**src/rtl/psr_pkg.sv**
```systemverilog
package psr_pkg;
  // Operation applied to the stage array on a given system cycle
  typedef enum logic [1:0] {
    OP_HOLD  = 2'd0,
    OP_LOAD  = 2'd1,
    OP_SHIFT = 2'd2
  } psr_op_e;
endpackage

```
**src/rtl/psr_sync.sv**
```systemverilog
// Multi-flop synchronizer for a bundle of asynchronous inputs.
module psr_sync #(
  parameter int unsigned       W       = 1,
  parameter int unsigned       STAGES  = 2,
  parameter logic [W-1:0]      RST_VAL = '0
) (
  input  logic         clk,
  input  logic         rst_n,
  input  logic [W-1:0] async_i,
  output logic [W-1:0] sync_o
);
  localparam int unsigned DEPTH = (STAGES < 2) ? 2 : STAGES;

  logic [DEPTH-1:0][W-1:0] pipe_q;
  logic [DEPTH-1:0][W-1:0] pipe_d;

  always_comb begin
    pipe_d = {pipe_q[DEPTH-2:0], async_i};
  end

  always_ff @(posedge clk or negedge rst_n) begin
    if (!rst_n) begin
      pipe_q <= {DEPTH{RST_VAL}};
    end else begin
      pipe_q <= pipe_d;
    end
  end

  assign sync_o = pipe_q[DEPTH-1];
endmodule

```
**src/rtl/psr_strobe_edge.sv**
```systemverilog
// Combines the two synchronized strobes and turns a rising edge of the
// combination into a single-cycle shift request, suppressed during load.
module psr_strobe_edge (
  input  logic clk,
  input  logic rst_n,
  input  logic strobe_a_s,
  input  logic strobe_b_s,
  input  logic load_n_s,
  output logic shift_o
);
  logic comb_now;
  logic prev_q;
  logic prev_d;

  always_comb begin
    comb_now = strobe_a_s | strobe_b_s;
    // History is refreshed every cycle, including while load is held,
    // so a level that rose under load is not seen as an edge afterwards.
    prev_d   = comb_now;
    shift_o  = comb_now & ~prev_q & load_n_s;
  end

  always_ff @(posedge clk or negedge rst_n) begin
    if (!rst_n) begin
      prev_q <= 1'b1;
    end else begin
      prev_q <= prev_d;
    end
  end

  // One request per edge: a request is never followed by another at once
  assert_single_shift_R11: assert property (@(posedge clk) disable iff (!rst_n)
    shift_o |=> !shift_o);

  // No request can leave this unit while load is active
  assert_no_shift_in_load_R3: assert property (@(posedge clk) disable iff (!rst_n)
    !load_n_s |-> !shift_o);
endmodule

```
**src/rtl/psr_stage_array.sv**
```systemverilog
// The storage stages with per-stage next-state selection.
module psr_stage_array
  import psr_pkg::*;
#(
  parameter int unsigned WIDTH = 8
) (
  input  logic             clk,
  input  logic             rst_n,
  input  psr_op_e          op_i,
  input  logic [WIDTH-1:0] par_i,
  input  logic             ser_i,
  output logic [WIDTH-1:0] stage_o
);
  localparam int unsigned LAST = WIDTH - 1;

  logic [WIDTH-1:0] stage_q;
  logic [WIDTH-1:0] stage_d;
  logic             stage_en;

  assign stage_en = (op_i != OP_HOLD);

  genvar gi;
  generate
    for (gi = 0; gi < WIDTH; gi++) begin : g_stage
      logic shift_src;
      if (gi == 0) begin : g_first
        assign shift_src = ser_i;
      end else begin : g_rest
        assign shift_src = stage_q[gi-1];
      end
      assign stage_d[gi] = (op_i == OP_LOAD)  ? par_i[gi] :
                           (op_i == OP_SHIFT) ? shift_src  :
                                                stage_q[gi];
    end
  endgenerate

  always_ff @(posedge clk or negedge rst_n) begin
    if (!rst_n) begin
      stage_q <= '0;
    end else if (stage_en) begin
      stage_q <= stage_d;
    end
  end

  assign stage_o = stage_q;

  assert_load_copies_R2: assert property (@(posedge clk) disable iff (!rst_n)
    (op_i == OP_LOAD) |=> (stage_q == $past(par_i)));

  assert_shift_moves_R4: assert property (@(posedge clk) disable iff (!rst_n)
    (op_i == OP_SHIFT) |=> (stage_q == {$past(stage_q[LAST-1:0]), $past(ser_i)}));

  assert_hold_stable_R7: assert property (@(posedge clk) disable iff (!rst_n)
    (op_i == OP_HOLD) |=> $stable(stage_q));
endmodule

```
**src/rtl/psr_shifter.sv**
```systemverilog
// Parallel-load serial-out shift register on a single system clock.
module psr_shifter
  import psr_pkg::*;
#(
  parameter int unsigned WIDTH       = 8,
  parameter int unsigned SYNC_STAGES = 2
) (
  input  logic             clk,
  input  logic             rst_n,
  input  logic             strobe_a,
  input  logic             strobe_b,
  input  logic             load_n,
  input  logic             ser_in,
  input  logic [WIDTH-1:0] par_in,
  output logic             ser_out,
  output logic             ser_out_n,
  output logic [WIDTH-1:0] stages_o
);
  localparam int unsigned DATA_W = WIDTH + 1;

  logic [1:0]        strobe_s;
  logic              load_n_s;
  logic [DATA_W-1:0] data_s;
  logic              shift_req;
  psr_op_e           op;
  logic [WIDTH-1:0]  stage_vec;

  // Strobes reset to the idle-high (hold) level so that no edge is seen
  // right after reset.
  psr_sync #(.W(2), .STAGES(SYNC_STAGES), .RST_VAL(2'b11)) u_sync_strobe (
    .clk     (clk),
    .rst_n   (rst_n),
    .async_i ({strobe_b, strobe_a}),
    .sync_o  (strobe_s)
  );

  psr_sync #(.W(1), .STAGES(SYNC_STAGES), .RST_VAL(1'b1)) u_sync_load (
    .clk     (clk),
    .rst_n   (rst_n),
    .async_i (load_n),
    .sync_o  (load_n_s)
  );

  psr_sync #(.W(DATA_W), .STAGES(SYNC_STAGES), .RST_VAL('0)) u_sync_data (
    .clk     (clk),
    .rst_n   (rst_n),
    .async_i ({ser_in, par_in}),
    .sync_o  (data_s)
  );

  psr_strobe_edge u_edge (
    .clk        (clk),
    .rst_n      (rst_n),
    .strobe_a_s (strobe_s[0]),
    .strobe_b_s (strobe_s[1]),
    .load_n_s   (load_n_s),
    .shift_o    (shift_req)
  );

  always_comb begin
    if (!load_n_s) begin
      op = OP_LOAD;
    end else if (shift_req) begin
      op = OP_SHIFT;
    end else begin
      op = OP_HOLD;
    end
  end

  psr_stage_array #(.WIDTH(WIDTH)) u_stages (
    .clk     (clk),
    .rst_n   (rst_n),
    .op_i    (op),
    .par_i   (data_s[WIDTH-1:0]),
    .ser_i   (data_s[WIDTH]),
    .stage_o (stage_vec)
  );

  assign ser_out   = stage_vec[WIDTH-1];
  assign ser_out_n = ~stage_vec[WIDTH-1];
  assign stages_o  = stage_vec;

  // A load decision and a shift decision never coincide
  assert_load_priority_R2: assert property (@(posedge clk) disable iff (!rst_n)
    !load_n_s |-> (op == OP_LOAD));
endmodule

```
**config.mk**
```make
export PLATFORM = sky130hd
export DESIGN_NAME = psr_shifter
export DESIGN_NICKNAME = d
export VERILOG_FILES = /design/src/rtl/psr_pkg.sv /design/src/rtl/psr_sync.sv /design/src/rtl/psr_strobe_edge.sv /design/src/rtl/psr_stage_array.sv /design/src/rtl/psr_shifter.sv
export SDC_FILE = /design/constraint.sdc
export NUM_CORES = 1
export LEC_CHECK = 0
export BUFFER_PORTS_ARGS = -buffer_cell sky130_fd_sc_hd__clkbuf_2
export CAP_MARGIN = 10
export CORE_ASPECT_RATIO = 0.6
export CORE_MARGIN = 2
export CORE_UTILIZATION = 40
export DETAILED_ROUTE_END_ITERATION = 7
export PLACE_DENSITY_LB_ADDON = 0.3
export RECOVER_POWER = 100
export SYNTH_ARGS = -nofsm -noshare
export SYNTH_HDL_FRONTEND = slang
export SYNTH_SLANG_ARGS = --single-unit
```
**constraint.sdc**
```tcl
create_clock -name clk -period 1.5 [get_ports clk]
set_input_delay 0.075 -clock clk [delete_from_list [all_inputs] [get_ports clk]]
set_output_delay 0.075 -clock clk [all_outputs]
set_load 0.02 [all_outputs]
```
# Word level (Yosys, flattened, before mapping)
# Cells that the tools add are included.
# totals
ff_bits	33
output_inout_bits	10
# op_classes
n_eq_ne	2
muxes	18
n_bitwise	5
n_reduce_logical	3
# ops
op	count
2-to-1 mux 1 bit	16
2-to-1 mux 2 bit	2
nonzero test 2 bit	2
AND 1 bit	2
== test 2 x 1 -> 1 bit (second input constant)	1
== test 2 bit (second input constant)	1
NOT 1 bit	2
AND reduction 2 bit	1
bitwise OR 1 bit	1

# Depth between registers and ports, before layout
# depth
word_depth	8
mapped_depth	4
ltp_nobuf	3

# Cells and area by module
# Synthesis repeated with hierarchy kept, for this count alone.
# hier_totals
cells_unflattened	67
hier_area_um2	1059.8
# by_module_without_submodules
mod	n_inst	cells_per_inst	area_per_inst_um2	seq_area_each_um2
psr_sync (u_sync_data)	1	18	450.4	450.4
psr_stage_array	1	36	389.1	200.2
psr_sync (u_sync_strobe)	1	4	105.1	105.1
psr_sync (u_sync_load)	1	2	52.6	52.6
psr_strobe_edge	1	3	41.3	26.3
psr_shifter	1	4	21.3	0.0

# Least setup slack after synthesis
# Ideal clock, no wire load.
# synth_path
path_type	flip-flop to flip-flop
from	register u_sync_load.pipe_q, in the netlist u_sync_load.sync_o
to	register u_stages.stage_q[4] (netlist: u_stages.stage_o[4])
setup_ns	0.082
arrival_ns	0.978
path_slack_ns	0.440
path_stages_with_launch	5
path_cell_list	dfstp_2 > buf_2 > buf_2 > nor2_1 > a31oi_1
# synth_via
elab_chain_len	6
# synth_rtl
item	line	source
from (decl)	psr_sync.sv:14	logic [DEPTH-1:0][W-1:0] pipe_q;
from (signal assigned)	psr_sync.sv:23	pipe_q <= {DEPTH{RST_VAL}};
from (signal assigned)	psr_sync.sv:25	pipe_q <= pipe_d;
AND 1 bit	psr_strobe_edge.sv:20	shift_o = comb_now & ~prev_q & load_n_s;
2-to-1 mux 2 bit	psr_shifter.sv:63	end else if (shift_req) begin
2-to-1 mux 2 bit *	psr_shifter.sv:61	if (!load_n_s) begin
== test 2 x 1 -> 1 bit / == test 2 bit (equally long branches)	psr_stage_array.sv:31, psr_stage_array.sv:32	
nonzero test 2 bit (no source line)	-	
AND reduction 2 bit (no source line)	-	
to (signal assigned)	psr_stage_array.sv:41	stage_q <= stage_d;
to (decl)	psr_stage_array.sv:16	logic [WIDTH-1:0] stage_q;
# Every way passes the cells marked *; elsewhere a longest branch is shown, timed or not.
# A chain may end at the register's enable or synchronous reset.

# Worst setup path after layout
# layout_path
from	register u_sync_strobe.pipe_q, in the netlist u_sync_strobe.sync_o[1]
to	register u_stages.stage_q[4] (netlist: u_stages.stage_o[4])
# layout_via
elab_chain_len	8
# layout_rtl
item	line	source
from (decl)	psr_sync.sv:14	
from (signal assigned)	psr_sync.sv:23	
from (signal assigned)	psr_sync.sv:25	
bitwise OR 1 bit *	psr_strobe_edge.sv:16	comb_now = strobe_a_s | strobe_b_s;
AND 1 bit * (2 in a row)	psr_strobe_edge.sv:20	
2-to-1 mux 2 bit *	psr_shifter.sv:63	
2-to-1 mux 2 bit *	psr_shifter.sv:61	
== test 2 x 1 -> 1 bit / == test 2 bit (equally long branches)	psr_stage_array.sv:31, psr_stage_array.sv:32	
nonzero test 2 bit (no source line)	-	
AND reduction 2 bit (no source line)	-	
# Marked as above.

==> impl_metrics.json <==
{
  "holdBufCountCts": 13,
  "htree_levels": 2,
  "routedLengthMet1_um": 730,
  "skew_ns": 0.0121,
  "max_slew_margin_pct": 49.5,
  "syn_inst": 73,
  "powerDensity_mw_per_mm2": 1280,
  "netlist_area_mm2": 0.00103,
  "post-cts-setup-buffers": 0,
  "synth_cell_type_count": 11,
  "ys_ff_latch": 33,
  "remaining_drc_errors": 0,
  "hp-class": "flip-flop to flip-flop",
  "gp_routability_congestion": 0.735,
  "drv_cap": 0,
  "status": "complete, no violations",
  "top_layer": "met4",
  "synth-edff-count": 0,
  "viasPerCell": 4.31,
  "cts.path.max_buffers": 2,
  "coreArea_mm2": 0.00247,
  "overflow": 0,
  "total_power_w": 0.00175,
  "cts_sinks": 33,
  "syn_avg_cell_area_um2": 14.1,
  "leakagePower_nw": 0.623,
  "setup_violations": 0,
  "num_rows": 14,
  "cts_resized": 0,
  "grt_pass1_wl_um": 2620,
  "cts_tree": "done",
  "drive_gt1_share_pct": 23.7,
  "cts_buffers": 5,
  "final_hold_viol_count": 0,
  "met2_wirelength_um": 733,
  "grt_max_degree": 34,
  "peakVddDrop_uv": 649,
  "layout.nets": 127,
  "drv_slew": 0,
  "cts_root_buffer": "clkbuf_8",
  "synth-main-ff-cell": "dfrtp_1",
  "cts.clk_slew.worst_paths_ns": 0.07,
  "area_growth_pct": 32.4,
  "post-route-period-util_pct": 79.9,
  "ios": 24,
  "start_kind": "flip-flop",
  "seq_area_um2": 835,
  "syn-num-nets": 87,
  "die_h_um": 43.3,
  "nFillCells": 224,
  "grt_antenna_before_repair": 0,
  "rsz0062_at_grt": "false",
  "cp.arrival_ns": 1.39,
  "start_util_pct": 41.7,
  "diodes": 0,
  "netlist_top_cells_area": "dfrtp_1 63%, dfstp_2 18%, nand2_1 5.8%",
  "synthArstFlopShare_pct": 100,
  "avgRoutedWirePerCell_um": 10.9,
  "yosys.area.top_type": "dfrtp_1",
  "yosysMostFrequentCell": "dfrtp_1",
  "drt-initial-drc-count": 34,
  "ys_seq_area_share_pct": 80.9,
  "synth_commonest_cells": "26 x dfrtp_1, 16 x nand2_1, 8 x a31oi_1, 8 x nor2_1, 7 x dfstp_2",
  "die-width_um": 69.5,
  "max_freq_ghz": 0.835,
  "port_buffers": 23,
  "synth-warning-count": 0,
  "cp_max_fo": 8,
  "tns_ns": 0,
  "path_class": "flip-flop to flip-flop",
  "clock_latency_ns": 0.27,
  "dieArea_mm2": 0.00301,
  "multi_input_area_um2": 168,
  "period_needed_ns": 1.20,
  "worst_slew_pin_slew_ns": 0.757,
  "crit_required_ns": 1.69,
  "track_usage_pct": 12.4,
  "vias": 629,
  "ant_nets": 0,
  "firstDrtPassIters": 4,
  "wl_um": 1590,
  "grt_pass1_vias": 574,
  "synth_top_cell_area_share_pct": 63.1,
  "dr_wl_met3_um": 115,
  "cp-end-kind": "flip-flop",
  "hpwlAfterDp_um": 1010
}
[kinds of logic (layout without fill, tap and decap cells)]
family,Yosys count,after routing,synth area share [%]
DFF,33,33,80.9
AOI/OAI and AO/OA,10,10,6.92
and+or+nand+nor,25,25,9.35
buffers and inverters,5,46,2.79
[critical path, stage by stage, from the launching register on]
cell and delay, ns:
dfstp_1 0.55, o21ba_1 0.31, nand2_1 0.09, a31oi_1 0.18
[state kept, by name, summed over array words and instances, names as in the netlist]
signal                flops
u_sync_data.sync_o        9
u_sync_strobe.sync_o      2
u_stages.stage_o          8
u_sync_strobe.pipe_d      2
u_sync_load.sync_o        1
u_sync_data.pipe_d        9
u_sync_load.pipe_d        1
u_edge.prev_q             1
[where the power goes]
| part | leakage, nW | total (W) | switching (W) | internal, W |
|---|---|---|---|---|
| sequential | 0.373 | 0.000989 | 0.0000349 | 0.000954 |
| combinational | 0.208 | 0.000160 | 0.0000941 | 0.0000660 |
| clock | 0.0422 | 0.000602 | 0.000277 | 0.000325 |
| total | 0.623 | 0.00175 | 0.000406 | 0.00135 |
[area by class of cell]
type	instances	share of cell area, %
sequential	33	61.1
timing repair buffer	37	17.4
multi-input combinational	35	12.3
clock buffer	7	5.59
tap	32	2.93
clock inverter	1	0.367
inverter	1	0.275
[worst paths after layout]
path                            slack [ns]               endpoint  depth (start not counted)                    start
worst max-delay path                  0.30    u_stages.stage_o[4]                          3  u_sync_strobe.sync_o[1]
worst min register to register        0.34  u_sync_data.sync_o[3]                          0   u_sync_data.pipe_d[12]
worst min-delay path                  0.34  u_sync_data.sync_o[3]                          0   u_sync_data.pipe_d[12]
worst max register to register        0.30    u_stages.stage_o[4]                          3  u_sync_strobe.sync_o[1]
min in group asynchronous             0.49    u_stages.stage_o[5]                          3                    rst_n
max in group asynchronous             0.52  u_sync_data.sync_o[0]                          3                    rst_n
[per-stage QoR]
| stage | setup WS, ns | area [um^2] | hold WS, ns | util, % | std cells |
|---|---|---|---|---|---|
| 5_1_grt | 0.194 | 1370 | 0.358 | 55.3 | 146 |
| 3_5_place_dp | 0.326 | 1170 | 0.112 | 47.3 | 125 |
| 2_1_floorplan | 0.440 | 1030 | -0.221 | - | 73 |
| 3_3_place_gp | 0.363 | 1170 | 0.110 | 47.3 | 125 |
| 4_1_cts | 0.320 | 1380 | 0.346 | 55.9 | 146 |
| 6_report | 0.302 | 1370 | 0.342 | 55.3 | 146 |
[placed cells by master, fill, tap and decap left out, drive strengths merged]
| master | instances |
|---|---|
| dlygate4sd3 | 13 |
| clkinv | 1 |
| a31oi | 8 |
| dfrtp | 26 |
| inv | 1 |
| o21ba | 1 |
| o21bai | 1 |
| dfstp | 7 |
| nor2 | 8 |
| or2 | 1 |
| clkbuf | 31 |
| nand2 | 16 |
[per-layer routing]
| metal | vias up | track usage (%) |
|---|---|---|
| met2 | 22 | 17.1 |
| met5 | - | 0 |
| met3 | 2 | 8.79 |
| met4 | 0 | 5.88 |
| met1 | 293 | 14.7 |
| li1 | 312 | - |
Power figures use the tool's default switching activity.
